<file path="config.mk">
export PLATFORM = sky130hd
export DESIGN_NAME = irq_elev_ctrl
export DESIGN_NICKNAME = d
export VERILOG_FILES = /design/src/rtl/irq_elev_pkg.sv /design/src/rtl/irq_elev_edge.sv /design/src/rtl/irq_elev_rfi_dec.sv /design/src/rtl/irq_elev_fsm.sv /design/src/rtl/irq_elev_ctrl.sv
export SDC_FILE = /design/constraint.sdc
export NUM_CORES = 1
export LEC_CHECK = 0
export CAP_MARGIN = 0
export CELL_PAD_IN_SITES_DETAIL_PLACEMENT = 1
export CELL_PAD_IN_SITES_GLOBAL_PLACEMENT = 2
export CORE_MARGIN = 4
export CORE_UTILIZATION = 23
export DETAILED_ROUTE_END_ITERATION = 6
export GPL_TIMING_DRIVEN = 0
export PLACE_DENSITY_LB_ADDON = 0.1
export SLEW_MARGIN = 5
export SYNTH_ARGS = -nofsm -noshare
export SYNTH_HDL_FRONTEND = slang
export SYNTH_SLANG_ARGS = --single-unit
</file>
<file path="constraint.sdc">
create_clock -name clk -period 1.8 [get_ports clk]
set_clock_uncertainty 0.2 [all_clocks]
set_input_delay 0.36 -clock clk [delete_from_list [all_inputs] [get_ports clk]]
set_output_delay 0.36 -clock clk [all_outputs]
set_load 0.005 [all_outputs]
</file>
<file path="src/rtl/irq_elev_pkg.sv">
package irq_elev_pkg;
  typedef enum logic [1:0] {
    ST_IDLE = 2'd0,
    ST_CRIT = 2'd1,
    ST_EXT  = 2'd2
  } elev_state_e;

  localparam int NUM_SRC  = 2;
  localparam int SRC_CRIT = 0;
  localparam int SRC_EXT  = 1;
endpackage

</file>
<file path="src/rtl/irq_elev_edge.sv">
// Per-source qualified rising-edge detector.
module irq_elev_edge #(
  parameter int N = 2
) (
  input  logic         clk,
  input  logic         rst_n,
  input  logic [N-1:0] req,
  input  logic [N-1:0] en,
  output logic [N-1:0] det
);
  for (genvar i = 0; i < N; i++) begin : g_src
    logic qual;
    logic prev_q;
    assign qual = req[i] & en[i];
    always_ff @(posedge clk) begin
      if (!rst_n) prev_q <= 1'b0;
      else        prev_q <= qual;
    end
    assign det[i] = qual & ~prev_q;
  end
endmodule

</file>
<file path="src/rtl/irq_elev_rfi_dec.sv">
// Decodes the processor status code for a return-from-interrupt.
module irq_elev_rfi_dec #(
  parameter int                 PSTAT_W  = 4,
  parameter logic [PSTAT_W-1:0] RFI_CODE = 4'b1010
) (
  input  logic [PSTAT_W-1:0] pstat,
  output logic               rfi
);
  assign rfi = (pstat == RFI_CODE);
endmodule

</file>
<file path="src/rtl/irq_elev_fsm.sv">
// Elevation state machine with nesting counter.
module irq_elev_fsm
  import irq_elev_pkg::*;
#(
  parameter int DEPTH_W = 2
) (
  input  logic               clk,
  input  logic               rst_n,
  input  logic               det_crit,
  input  logic               det_ext,
  input  logic               crit_elev_en,
  input  logic               ext_elev_en,
  input  logic               rfi,
  output elev_state_e        state_q,
  output logic [DEPTH_W-1:0] depth_q,
  output logic               hi_pri_q
);
  localparam logic [DEPTH_W-1:0] DEPTH_MAX = {DEPTH_W{1'b1}};
  localparam logic [DEPTH_W-1:0] DEPTH_ONE = {{(DEPTH_W-1){1'b0}}, 1'b1};

  logic               inc, dec;
  elev_state_e        target, state_n;
  logic [DEPTH_W-1:0] depth_n;

  always_comb begin
    inc    = 1'b0;
    target = state_q;
    dec    = rfi && (depth_q != '0);
    unique case (state_q)
      ST_IDLE: begin
        if (det_crit && crit_elev_en) begin
          inc    = 1'b1;
          target = ST_CRIT;
        end else if (det_ext && ext_elev_en) begin
          inc    = 1'b1;
          target = ST_EXT;
        end
      end
      ST_EXT: begin
        if (det_crit && (depth_q != DEPTH_MAX)) begin
          inc    = 1'b1;
          target = ST_CRIT;
        end
      end
      default: ;
    endcase

    depth_n = depth_q;
    if (inc && !dec)      depth_n = depth_q + DEPTH_ONE;
    else if (dec && !inc) depth_n = depth_q - DEPTH_ONE;

    if (depth_n == '0)               state_n = ST_IDLE;
    else if (inc)                    state_n = target;
    else if (dec && state_q == ST_CRIT) state_n = ST_EXT;
    else                             state_n = state_q;
  end

  always_ff @(posedge clk) begin
    if (!rst_n) begin
      state_q  <= ST_IDLE;
      depth_q  <= '0;
      hi_pri_q <= 1'b0;
    end else begin
      state_q  <= state_n;
      depth_q  <= depth_n;
      hi_pri_q <= (depth_n != '0);
    end
  end
endmodule

</file>
<file path="src/rtl/irq_elev_ctrl.sv">
module irq_elev_ctrl
  import irq_elev_pkg::*;
#(
  parameter int                 PSTAT_W  = 4,
  parameter logic [PSTAT_W-1:0] RFI_CODE = 4'b1010,
  parameter int                 DEPTH_W  = 2
) (
  input  logic               clk,
  input  logic               rst_n,
  input  logic               crit_irq,
  input  logic               ext_irq,
  input  logic               crit_en,
  input  logic               ext_en,
  input  logic               crit_elev_en,
  input  logic               ext_elev_en,
  input  logic [PSTAT_W-1:0] pstat,
  output logic               hi_pri
);
  logic [NUM_SRC-1:0] req, en, det;
  logic               rfi;
  elev_state_e        state_q;
  logic [DEPTH_W-1:0] depth_q;

  assign req[SRC_CRIT] = crit_irq;
  assign req[SRC_EXT]  = ext_irq;
  assign en[SRC_CRIT]  = crit_en;
  assign en[SRC_EXT]   = ext_en;

  irq_elev_edge #(.N(NUM_SRC)) u_edge (
    .clk(clk), .rst_n(rst_n), .req(req), .en(en), .det(det)
  );

  irq_elev_rfi_dec #(.PSTAT_W(PSTAT_W), .RFI_CODE(RFI_CODE)) u_rfi (
    .pstat(pstat), .rfi(rfi)
  );

  irq_elev_fsm #(.DEPTH_W(DEPTH_W)) u_fsm (
    .clk(clk), .rst_n(rst_n),
    .det_crit(det[SRC_CRIT]), .det_ext(det[SRC_EXT]),
    .crit_elev_en(crit_elev_en), .ext_elev_en(ext_elev_en),
    .rfi(rfi), .state_q(state_q), .depth_q(depth_q), .hi_pri_q(hi_pri)
  );
endmodule

</file>
==> metrics.md <==
| Metric | Value |
|---|---|
| Outcome | finished, violations left |
| Failing checks | negative setup slack |
| Min cycle time layout | 1.87 ns |
| CTS Buffer Depth | 2 |
| Worst path slowest cell | or4_4 |
| Main combinational cell family by area after synthesis | simple AND/OR/NAND/NOR gates |
| Clock sinks | 7 |
| Placed Cells | 83 |
| CP Launch Type | flop |
| Row count | 15 |
| Synth warn | 0 |
| I/O pin count | 13 |
| RSZ-0062 raised after global routing | true |
| H-tree Lvls | 1 |
| CP Depth | 6 |
| Synth Area in XOR/XNOR | 0% |
| Max-cap check violation count | 0 |
| Design area | 763 um^2 |
| Largest net degree at the start of global routing | 8 |
| Pwr per Cell Area | 903 nW/um^2 |
| Post-layout util | 42.8% |
| Placer Congestion | 0.690 |
| Die height | 52.3 um |
| Clk_lat worst skew | 0.24 ns |
| DP HPWL | 886 um |
| Initial Utilization | 25.3% |
| Port Buffers | 12 |
| Avg WL per Cell | 12.5 um |
| Vias in the first global route | 456 |
| R2r worst-path depth | 6 |
| Footprint of the multi-input gates | 372 um^2 |
| Worst slew pin tran | 0.401 ns |
| Fmax | 535 MHz |
| Post-DR vias/cell | 4.79 |
| # setup viols final | 3 |
| Final worst-path setup slack | -0.0697 ns |
| Worst path max stage delay | 0.43 ns |
| Syn nets | 60 |
| Mapped Cells | 46 |
| Total gr overflow | 0 |
| Cell taking the most area after synthesis | dfxtp_1 |
| Routed Antenna Nets | 0 |
| DRC viols | 0 |
| Slew Limit Fails | 0 |
| Vias | 455 |
| Initial antenna violation count | 0 |
| FF+latch area | 148 um^2 |
| Synth top area share | 31.1% |
| Die Area | 2730 um^2 |
| Hold Path Stages | 2 |
| Ant diodes | 0 |
| Area contributors post-synth | dfxtp_1, nor2_1, ha_1, nor4_4, a211oi_4 |
| First-pass GRT wire length | 2010 um |
| Adder-Cell Fraction of Synth Area | 5.56% |
| Die X | 52.3 um |
| DRT Pass-1 Iters | 2 |
| Hold Path Class | in -> reg |
| Simple-Gate Fraction of Synth Area | 32.8% |
| Fillcell total | 209 |
| Hold Buf Count CTS | 0 |
| Period utilization | 104% |
| Layout Area Growth over Synthesis | 69.4% |
| Delay-heaviest family, CP | simple AND/OR/NAND/NOR gates |
| Synthesized area | 450 um^2 |
| Layout cells sized above 1 | 45.7% |
| Crit path max fanout | 4 |
| Buffer and inverter count on the worst path | 1 |
| Post-synthesis mux area share | 0% |
| Required @ worst endpoint | 1.72 ns |
| Worst Path Class, Setup | reg -> reg |
| Total leakage power | 0.293 nW |
| Clock buffer count from CTS | 3 |
| Syn_area_per_cell | 9.79 um^2 |
| Crit. End Element | flop |
| Hold_ws | 0.260 ns |
| Gr usage total | 10.2% |
| Clock root buffer | clkbuf_4 |
| Post-synthesis compound-gate area fraction | 28.1% |
| Clk slew on worst S/H paths | 0.05 ns |
| Hold Fails Final Rpt | 0 |
| Commonest cells after routing, fill and taps aside | dlygate4sd2_1, buf_4, nor2_1 |
| Max_slew headroom | 73.1% |
| Synth unique cells | 27 |
| Arrival time of the worst setup path | 1.79 ns |
| WL final | 1190 um |
| Final std cells w/o fill | 95 |
| Sequential fraction of the synthesis area | 31.1% |
| Yosys reg bits | 7 |
| CP Cell Sequence | and3b_2 -> a211oi_4 -> buf_4 -> or4_4 -> a21oi_4 -> nor3_1 |
| Placed Area | 618 um^2 |
| Fin nets | 85 |
| Initial drt markers | 2 |
| CTS tree | yes |
| Worst ir drop on vdd | 0.499 mV |
| Core area | 1780 um^2 |
path summary, 6_finish.rpt:
check	from	end	slack [ns]
setup / recovery	u_edge.g_src[0].prev_q$_SDFF_PN0_	u_fsm.state_q[1]$_SDFFE_PP0P_	-0.07
hold reg to reg	u_fsm.depth_q[0]$_SDFF_PN0_	u_fsm.hi_pri_q$_SDFF_PN0_	0.38
hold / removal	crit_en	u_edge.g_src[0].prev_q$_SDFF_PN0_	0.26
setup reg to reg	u_edge.g_src[0].prev_q$_SDFF_PN0_	u_fsm.state_q[1]$_SDFFE_PP0P_	-0.07
metal layers:
layer | vias to the layer above | track usage, % | share of wire [%]
met2 | 9 | 16.7 | 50
li1 | 223 | - | -
met1 | 223 | 12.1 | 45
met3 | 0 | 3.70 | 4.9
met4 | 0 | 3.83 | 0
met5 | - | 0 | 0
flip-flops by register name, summed over array words and instances, names as in the netlist:
signal / count
u_fsm.depth_q: 2
u_fsm.state_q: 2
u_fsm.hi_pri_q: 1
u_edge.g_src.prev_q: 2
metrics by stage:
stage                     setup TNS [ns]  power [mW]  setup slack, ns
after global routing              -0.310       0.750           -0.106
after detailed placement           -2.52       0.465           -0.599
after global placement             -2.49       0.462           -0.588
after floorplan                        0       0.382           0.0199
final                             -0.162       0.689          -0.0697
after CTS                         -0.163       0.657          -0.0579
worst register-to-register path, stage by stage, from the launching register on:
cell	delay [ns]
dfxtp_1	0.29
and3b_2	0.30
a211oi_4	0.11
buf_4	0.15
or4_4	0.43
a21oi_4	0.20
nor3_1	0.07
synthesized netlist by cell type (all sizes together):
| cell | count |
|---|---|
| dfxtp | 7 |
| nor2 | 7 |
| a21oi | 4 |
| inv | 3 |
| nor3 | 3 |
| a211oi | 2 |
| and3 | 2 |
| and3b | 2 |
| ha | 2 |
| nand2 | 2 |
| nor4 | 2 |
| o211ai | 2 |
| and4b | 1 |
| o21a | 1 |
| o21ai | 1 |
| o311a | 1 |
| o32ai | 1 |
| o41ai | 1 |
| or3 | 1 |
| or4 | 1 |
cells by family (layout without fill, tap and decap cells):
group,count (synthesis),after routing
compound gates,13,13
flops,7,7
fa+ha+maj,2,2
simple gates,21,21
buf+inv,3,27
what timing repair did:
| action | in CTS | in global routing |
|---|---|---|
| pin swaps | 11 | 8 |
| setup endpoints to repair | 5 | 5 |
| resized for setup | 24 | 5 |
| buffers inserted | 4 | 4 |
power by group:
part	switching, mW	internal [mW]
logic	0.146	0.174
registers	0.0384	0.191
clock network	0.0559	0.0845
layout make-up:
type	instances	share of cell area (%)
inverters	3	2.13
well taps	25	4.10
multi-input cells	36	48.7
clock buffers	4	3.44
flip-flops and latches	7	19.3
repair buffers	20	22.3
Note: power is estimated with default switching activity, not from simulation.
